## config.mk

```make
export PLATFORM = sky130hd
export DESIGN_NAME = loopTestSeq
export DESIGN_NICKNAME = d
export VERILOG_FILES = /design/src/rtl/loopTestPkg.sv /design/src/rtl/loopTestCtrl.sv /design/src/rtl/loopTestDp.sv /design/src/rtl/loopTestSeq.sv
export SDC_FILE = /design/constraint.sdc
export NUM_CORES = 1
export LEC_CHECK = 0
export ABC_AREA = 1
export BUFFER_PORTS_ARGS = -buffer_cell sky130_fd_sc_hd__buf_2
export CAP_MARGIN = 10
export CORE_ASPECT_RATIO = 1.2
export CORE_MARGIN = 2
export CORE_UTILIZATION = 39
export DETAILED_ROUTE_END_ITERATION = 16
export PLACE_DENSITY = 0.65
export SLEW_MARGIN = 20
export SYNTH_ARGS = -nofsm -noshare
export SYNTH_HDL_FRONTEND = slang
export SYNTH_SLANG_ARGS = --single-unit
```

## constraint.sdc

```tcl
create_clock -name clk -period 3.8 [get_ports clk]
set_input_delay 0.19 -clock clk [delete_from_list [all_inputs] [get_ports clk]]
set_output_delay 0.19 -clock clk [all_outputs]
set_load 0.01 [all_outputs]
```

## src/rtl/loopTestPkg.sv

```systemverilog
package loopTestPkg;

  typedef enum logic [2:0] {
    ST_IDLE,
    ST_SETTLE,
    ST_KICK,
    ST_WAIT,
    ST_HOLD,
    ST_HALT
  } seqStateT;

  // strobes from control to datapath
  typedef struct packed {
    logic clearAll;  // new run: reset pointer, counters, capture
    logic advance;   // move to next test code
    logic capture;   // latch failing code and data
  } strobeT;

endpackage

```

## src/rtl/loopTestCtrl.sv

```systemverilog
module loopTestCtrl
  import loopTestPkg::*;
(
  input  logic   clk,
  input  logic   rstN,
  input  logic   startReq,
  input  logic   adcDone,
  input  logic   settleDone,
  input  logic   cycleDone,
  input  logic   outOfTol,
  output strobeT strb,
  output logic   adcStart,
  output logic   running,
  output logic   errFlag
);

  seqStateT state, nextState;

  always_ff @(posedge clk or negedge rstN) begin
    if (!rstN) state <= ST_IDLE;
    else       state <= nextState;
  end

  always_comb begin
    nextState = state;
    strb      = '0;
    unique case (state)
      ST_IDLE, ST_HALT: begin
        if (startReq) begin
          strb.clearAll = 1'b1;
          nextState     = ST_SETTLE;
        end
      end
      ST_SETTLE: if (settleDone) nextState = ST_KICK;
      ST_KICK:   nextState = ST_WAIT;
      ST_WAIT: begin
        if (adcDone) begin
          if (outOfTol) begin
            strb.capture = 1'b1;
            nextState    = ST_HALT;
          end else begin
            nextState = ST_HOLD;
          end
        end
      end
      ST_HOLD: begin
        if (cycleDone) begin
          strb.advance = 1'b1;
          nextState    = ST_SETTLE;
        end
      end
      default: nextState = ST_IDLE;
    endcase
  end

  assign adcStart = (state == ST_KICK);
  assign errFlag  = (state == ST_HALT);
  assign running  = (state != ST_IDLE) && (state != ST_HALT);

endmodule

```

## src/rtl/loopTestDp.sv

```systemverilog
module loopTestDp
  import loopTestPkg::*;
#(
  parameter int CODE_W        = 8,
  parameter int NUM_CODES     = 8,
  parameter int SETTLE_CYCLES = 4,
  parameter int CYCLE_LEN     = 16,
  parameter int PASS_W        = 8
) (
  input  logic              clk,
  input  logic              rstN,
  input  strobeT            strb,
  input  logic [CODE_W-1:0] tolerance,
  input  logic [CODE_W-1:0] adcData,
  output logic [CODE_W-1:0] dacCode,
  output logic              settleDone,
  output logic              cycleDone,
  output logic              outOfTol,
  output logic [CODE_W-1:0] failCode,
  output logic [CODE_W-1:0] failData,
  output logic [PASS_W-1:0] passCount
);

  localparam int IDX_W = (NUM_CODES > 1) ? $clog2(NUM_CODES) : 1;
  localparam int CNT_W = $clog2(CYCLE_LEN + 1);
  localparam int STEP  = (NUM_CODES > 1) ? ((1 << CODE_W) - 1) / (NUM_CODES - 1) : 0;
  localparam logic [IDX_W-1:0] LAST_IDX = IDX_W'(NUM_CODES - 1);

  // evenly spaced ramp of test codes
  logic [CODE_W-1:0] codeTbl [NUM_CODES];
  for (genvar g = 0; g < NUM_CODES; g++) begin : g_code
    assign codeTbl[g] = CODE_W'(g * STEP);
  end

  logic [IDX_W-1:0] ptr;
  logic [CNT_W-1:0] cycCnt;
  logic             lastCode;

  assign dacCode    = codeTbl[ptr];
  assign lastCode   = (ptr == LAST_IDX);
  assign settleDone = (cycCnt == CNT_W'(SETTLE_CYCLES - 1));
  assign cycleDone  = (cycCnt == CNT_W'(CYCLE_LEN - 1));

  // period counter, saturating at the end of the period
  always_ff @(posedge clk or negedge rstN) begin
    if (!rstN)                            cycCnt <= '0;
    else if (strb.clearAll || strb.advance) cycCnt <= '0;
    else if (!cycleDone)                  cycCnt <= cycCnt + 1'b1;
  end

  always_ff @(posedge clk or negedge rstN) begin
    if (!rstN) begin
      ptr       <= '0;
      passCount <= '0;
    end else if (strb.clearAll) begin
      ptr       <= '0;
      passCount <= '0;
    end else if (strb.advance) begin
      if (lastCode) begin
        ptr       <= '0;
        passCount <= passCount + 1'b1;
      end else begin
        ptr <= ptr + 1'b1;
      end
    end
  end

  // absolute difference against tolerance
  logic signed [CODE_W:0] diff;
  logic        [CODE_W:0] mag;
  assign diff     = $signed({1'b0, adcData}) - $signed({1'b0, dacCode});
  assign mag      = diff[CODE_W] ? CODE_W'(-diff) : diff;
  assign outOfTol = mag > {1'b0, tolerance};

  always_ff @(posedge clk or negedge rstN) begin
    if (!rstN) begin
      failCode <= '0;
      failData <= '0;
    end else if (strb.clearAll) begin
      failCode <= '0;
      failData <= '0;
    end else if (strb.capture) begin
      failCode <= dacCode;
      failData <= adcData;
    end
  end

endmodule

```

## src/rtl/loopTestSeq.sv

```systemverilog
module loopTestSeq
  import loopTestPkg::*;
#(
  parameter int CODE_W        = 8,
  parameter int NUM_CODES     = 8,
  parameter int SETTLE_CYCLES = 4,
  parameter int CYCLE_LEN     = 16,
  parameter int PASS_W        = 8
) (
  input  logic              clk,
  input  logic              rstN,
  input  logic              startReq,
  input  logic [CODE_W-1:0] tolerance,
  input  logic              adcDone,
  input  logic [CODE_W-1:0] adcData,
  output logic [CODE_W-1:0] dacCode,
  output logic              adcStart,
  output logic              running,
  output logic              errFlag,
  output logic [CODE_W-1:0] failCode,
  output logic [CODE_W-1:0] failData,
  output logic [PASS_W-1:0] passCount
);

  strobeT strb;
  logic   settleDone, cycleDone, outOfTol;

  loopTestCtrl u_ctrl (
    .clk(clk), .rstN(rstN), .startReq(startReq), .adcDone(adcDone),
    .settleDone(settleDone), .cycleDone(cycleDone), .outOfTol(outOfTol),
    .strb(strb), .adcStart(adcStart), .running(running), .errFlag(errFlag)
  );

  loopTestDp #(
    .CODE_W(CODE_W), .NUM_CODES(NUM_CODES), .SETTLE_CYCLES(SETTLE_CYCLES),
    .CYCLE_LEN(CYCLE_LEN), .PASS_W(PASS_W)
  ) u_dp (
    .clk(clk), .rstN(rstN), .strb(strb), .tolerance(tolerance), .adcData(adcData),
    .dacCode(dacCode), .settleDone(settleDone), .cycleDone(cycleDone),
    .outOfTol(outOfTol), .failCode(failCode), .failData(failData),
    .passCount(passCount)
  );

endmodule

```

# Word-level counts from Yosys, hierarchy flattened
# Memory sizes are Yosys's and may differ from the RTL's.
# Index checks and enable logic that the tools add are counted.
[totals] register_bits=35 latch_bits=0 ramBits=0 mem_bits_ro=64 input_bits=20 out_inout_bits=35 elab_cells=67 mem_count=1
[classes] addsub=5 n_mul=0 div=0 magnitude_cmp=2 eq_ne=14 shifts=0 muxes=28 bitwise=1 reduce_logical=10
[memory_table] memory="(no name shown)" depth=8 width=8 read_ports=1 rd_ports_with_merged_regs=0 write_ports=0 line_no="loopTestDp.sv:39" text="assign dacCode = codeTbl[ptr];"
[op_table] operator="$mux W8" n=9
[op_table] operator="$mux W3" n=7
[op_table] operator="$pmux W3 S5" n=1
[op_table] operator="$mux W5" n=2
[op_table] operator="$eq A3 B3 Y1 const B" n=3
[op_table] operator="$gt A9 B8 Y1" n=1
[op_table] operator="$mux W9" n=1
[op_table] operator="$sub A8 B8 Y9" n=1
[op_table] operator="$add A8 B1 Y8 const B" n=1
[op_table] operator="$mux W1" n=8
[op_table] operator="$ne A2 B2 Y1 const B" n=4
[op_table] operator="$neg A8 Y8" n=1
[op_table] operator="$eq A3 B2 Y1 const B" n=2
[op_table] operator="$reduce_bool A2 Y1" n=3
[op_table] operator="$add A5 B1 Y5 const B" n=1
[op_table] operator="$eq A5 B2 Y1 const B" n=1
[op_table] operator="$eq A5 B4 Y1 const B" n=1
[op_table] operator="$ge A4 B4 Y1 const B" n=1
[op_table] operator="$not A3 Y4" n=1
[op_table] operator="$reduce_and A4 Y1" n=1
[op_table] operator="$add A3 B1 Y3 const B" n=1
[op_table] operator="$eq A3 B1 Y1 const B" n=1
[op_table] operator="$logic_not A3 Y1" n=1
[op_table] operator="$ne A3 B3 Y1 const B" n=1
[op_table] operator="6 further kinds" n=6

# Depth between registers and ports, before layout
[depth] ltp_word=13 depth_mapped=28 ltp_nobuf=28

# Hierarchy
# From an unflattened synthesis, not the netlist that was laid out.
[unflattened] hier_cells=326 area_unflattened_um2=2339.7
[by_module_without_submodules] mod="loopTestDp" instances=1 cells_per_inst=279 area_each_um2=2055.7 seq_area_each_um2=675.6
[by_module_without_submodules] mod="loopTestCtrl" instances=1 cells_per_inst=47 area_each_um2=284.0 seq_area_each_um2=75.1

# Worst setup path before layout
# Ideal clock, no wire load.
[synth_path] kind="reg2reg" start="register u_dp.ptr[0]" end="register u_dp.failCode[5]" setup_time_ps=118 t_arrival_ps=2984 required_ps=3682 path_slack_ps=699 path_stages_with_launch=27 n_path_buf=1 synth_period_minus_slack_ps=3101 path_cell_list="dfrtp_1 > inv_1 > ha_1 > a21oi_1 > nand2_1 > nand2_2 > nand2_2 > a21oi_4 > inv_1 > a21oi_1 > xor2_1 > inv_1 > ha_1 > nand2_1 > nor2_1 > nand2_1 > nand3_1 > nand2_1 > nand2_1 > nand2_1 > nand2_1 > nand2_1 > nand2_2 > nand3_2 > buf_6 > nand3_1 > nand2_1"
[synth_via] elab_chain_len=12 elab_cells_between_ends=14 cone_classes="add/sub (2); order compare (1); mux (8); bitwise (1); reduce/logical (1); memory (1)"
[synth_rtl] element="start, declared" line_no="loopTestDp.sv:35" text="logic [IDX_W-1:0] ptr;"
[synth_rtl] element="start signal, assigned" line_no="loopTestDp.sv:63" text="ptr <= ptr + 1'b1;"
[synth_rtl] element="$not A3 Y4 (not written as such) (*)" line_no="loopTestDp.sv:39"
[synth_rtl] element="$mem_v2 Z8 W8 (*)"
[synth_rtl] element="$mux W8 (not written as such) (*) (2 in series)" line_no="loopTestDp.sv:39"
[synth_rtl] element="$sub A8 B8 Y9" line_no="loopTestDp.sv:71" text="assign diff = $signed({1'b0, adcData}) - $signed({1'b0, dacCode});"
[synth_rtl] element="$neg A8 Y8" line_no="loopTestDp.sv:72" text="assign mag = diff[CODE_W] ? CODE_W'(-diff) : diff;"
[synth_rtl] element="$mux W9" line_no="loopTestDp.sv:72"
[synth_rtl] element="$gt A9 B8 Y1" line_no="loopTestDp.sv:73" text="assign outOfTol = mag > {1'b0, tolerance};"
[synth_rtl] element="$mux W1" line_no="loopTestCtrl.sv:38" text="if (outOfTol) begin"
[synth_rtl] element="$mux W1" line_no="loopTestCtrl.sv:37" text="if (adcDone) begin"
[synth_rtl] element="$mux W1" line_no="loopTestCtrl.sv:27" text="unique case (state)"
[synth_rtl] element="$reduce_bool A2 Y1 (no line)"
[synth_rtl] element="end signal, assigned" line_no="loopTestDp.sv:83" text="failCode <= dacCode;"
[synth_rtl] element="end, declared" line_no="loopTestDp.sv:19" text="output logic [CODE_W-1:0] failCode,"
# Mark *: on every way between the ends. The rest lies on a longest branch, timed or not. The select of a mux whose other input is x is not followed.
# A chain may end at the register's enable or synchronous reset.

# Worst setup path in the final report
[layout_path] start="register u_dp.ptr[0]" end="register u_dp.failCode[6]"
# Same word-level chain as after synthesis.

==> summary.md <==
| Metric | Value |
|---|---|
| GRT Overall Usage | 0.167 |
| Cell Pwr Density | 550 nW/um^2 |
| Nets | 394 |
| Cts bufs inserted | 5 |
| Post-CTS Setup Inserts | 0 |
| CP bufs+invs | 3 |
| Critical R2R Launch | u_dp.ptr[0] |
| Worst reg-to-reg path cell count | 25 |
| Most common cell on crit path | nand2_1 |
| Latest clock arrival within the worst-skew pair | 0.28 ns |
| Vias/cell | 4.80 |
| Gr ovfl total | 0 |
| Unrepaired setup endpoints after global routing | false |
| Lkg Pwr | 1.49 nW |
| CTS tree | yes |
| Final Hold Fails | 0 |
| Area growth syn-to-layout | 15.8% |
| Post-synth cell types | 30 |
| Largest area contributor in the netlist | dfrtp_1 |
| Slew at the pin closest to its max-slew limit | 0.675 ns |
| Dpl cells | 425 |
| Part of the power in registers | 0.357 |
| Critical Path AT | 3.54 ns |
| Synth area leaders | dfrtp_1, ha_1, nand2_1 |
| Reg2reg end | u_dp.failCode[6] |
| Initial Util | 0.405 |
| First-pass GRT wire length | 8.58 mm |
| H-tree depth | 2 |
| Clock Tree Buf Depth | 2 |
| Max-Cap Viols | 0 |
| Commonest cells after routing, fill and taps aside | nand2_1, buf_2, inv_1 |
| Multi-input logic area | 1280 um^2 |
| Final wirelength | 5.23 mm |
| Psw | 642 uW |
| Register area | 753 um^2 |
| Synth warn | 0 |
| Worst Skew | 0.00536 ns |
| Net Sw Frac | 0.437 |
| Internal power | 827 uW |
| Minimum clock period | 3.37 ns |
| Hold Path Sink | u_dp.failData[1] |
| Post-Layout Cell Count | 434 |
| Slowest Stage Delay on Critical Path | 0.44 ns |
| Setup Total Neg Slack | 0 ns |
| Ports | 55 |
| Rel. slew slack | 0.550 |
| Worst hold path startpoint | adcData[1] |
| Syn Area/Cell | 7.45 um^2 |
| Largest net degree at the start of global routing | 31 |
| Clock Pin Slew Worst Setup and Hold Paths | 0.07 ns |
| Most common cell after layout, fill and taps aside | nand2_1 |
| Worst EP required | 3.96 ns |
| Yosys reg bits | 30 |
| Worst-path fanout max | 13 |
| Tcrit/Tclk final | 0.888 |
| Max Fclk | 296 MHz |
| Die Width | 74.2 um |
| RePlAce Congestion | 0.861 |
| Vias after detailed routing | 2084 |
| Endpoint class of the critical path | flip-flop |
| Layout cells sized above 1 | 0.220 |
| DPL Wire Length | 4.15 mm |
| Sequential share of the synthesized area | 0.325 |
| Hold WC Path Type | in2reg |
| Input/output buffers | 50 |
| Final setup fails | 0 |
| # fillers | 606 |
| Cell family with most CP delay | simple AND/OR/NAND/NOR gates |
| Core Rows | 30 |
| Worst VDD drop | 0.149 mV |
| Comb pwr share | 0.461 |
| Status | finished clean |
| Die area | 6550 um^2 |
| Clock root buffer | clkbuf_8 |
| Gate Count Post-Synth | 310 |
| Crit path kind | reg2reg |
| Synth top area share | 0.325 |
| Slew Viols, Final | 0 |
| Drt first pass iters | 4 |
| Vias in the first global route | 1934 |
| WL/cell | 12.1 um |
| Clock share of power | 0.182 |
| # diodes | 0 |
| Drt drc | 0 |
| Initial DRC count | 93 |
| Die Ht | 88.3 um |
| Clk sinks | 30 |
| Worst Setup Start Kind | flip-flop |
| Synth Cell Area | 2310 um^2 |
| Antenna viol nets, final | 0 |
| Initial antenna violation count | 0 |
| Crit-path slowest cell | dfrtp_2 |
| Flop-to-flop setup slack | 0.43 ns |
| Hold Path Depth | 3 |
| Core outline area | 5710 um^2 |
[flip-flops by register name, summed over array words and instances (netlist names)]
name            count
u_dp.failData       8
u_ctrl.state        3
u_dp.passCount      8
u_dp.cycCnt         5
u_dp.ptr            3
u_dp.failCode       3
[layer usage]
layer	up-vias	routed length [um]	GRT usage
met5	-	0	0
met4	0	84	0.0584
met3	7	179	0.0137
met2	55	2670	0.304
met1	940	2300	0.206
li1	1082	-	-
[tightest hold or removal path, delay by kind of cell]
| kind | cells | cell delay, ns |
|---|---|---|
| buf+inv | 1 | 0.12 |
| simple gates | 2 | 0.13 |
[layout make-up]
cell class / instances / share of cell area
Tap cell: 80 / 0.0375
Clock buffer: 6 / 0.0309
Inverter: 49 / 0.0688
Sequential cell: 30 / 0.282
Timing Repair Buffer: 51 / 0.0974
Clock inverter: 2 / 0.00468
Multi-Input combinational cell: 216 / 0.479
[worst max path at each step]
stage | start | end | slack [ns] | depth (start not counted)
after CTS | u_dp.ptr[0] | u_dp.failCode[6] | 0.19 | 25
after global routing | u_dp.ptr[0] | u_dp.failData[3] | 0.02 | 25
after global placement | u_dp.ptr[2] | u_dp.failData[6] | 0.36 | 25
final | u_dp.ptr[0] | u_dp.failCode[6] | 0.43 | 25
after floorplan | u_dp.ptr[0] | u_dp.failCode[5] | 0.70 | 26
after detailed placement | u_dp.ptr[0] | u_dp.failCode[6] | 0.20 | 25
[metrics by stage]
stage | area [um^2] | utilization | worst slack (ns) | hold WS, ns | power [mW]
CTS | 2650 | 0.465 | 0.189 | 0.186 | 1.47
global placement | 2550 | 0.446 | 0.362 | 0.264 | 1.19
detailed placement | 2550 | 0.446 | 0.199 | 0.266 | 1.20
global route | 2670 | 0.468 | 0.0228 | 0.200 | 1.60
finish | 2670 | 0.468 | 0.425 | 0.189 | 1.47
floorplan | 2320 | - | 0.699 | -0.106 | 1.02
[power by group through the flow]
stage          sequential [mW]  combinational (mW)  clock [mW]
3_5_place_dp             0.531               0.672           0
6_report                 0.525               0.677       0.267
5_1_grt                  0.540               0.779       0.286
2_1_floorplan            0.536               0.488           0
3_3_place_gp             0.530               0.659           0
4_1_cts                  0.524               0.675       0.275
[Yosys cell counts, drive strengths merged]
library cell / number
clkbuf: 2
nor4: 1
o21ai: 12
xor2: 8
dfrtp: 30
nand3: 37
nand3b: 1
nand4: 15
a31oi: 1
nand2: 68
inv: 49
nor3: 5
or2: 1
o31ai: 3
nor2: 24
buf: 16
a21oi: 13
o21a: 1
ha: 20
and3: 1
fa: 1
conb: 1
[repair_timing]
action | 4_1_cts | 5_1_grt
hold buffers | 1 | 0
endpoints found under the setup margin | 0 | 12
endpoints found under the hold margin | 30 | 0
resized for setup | 0 | 6
[kinds of logic after synthesis]
family,synth area share
flip-flops,0.325
AND/OR/NAND/NOR,0.311
buffers and inverters,0.133
other,0.00162
AO/OA/AOI/OAI,0.0813
XOR/XNOR,0.0304
adder cells (fa/ha/maj),0.117
Note: power is estimated with default switching activity, not from simulation.
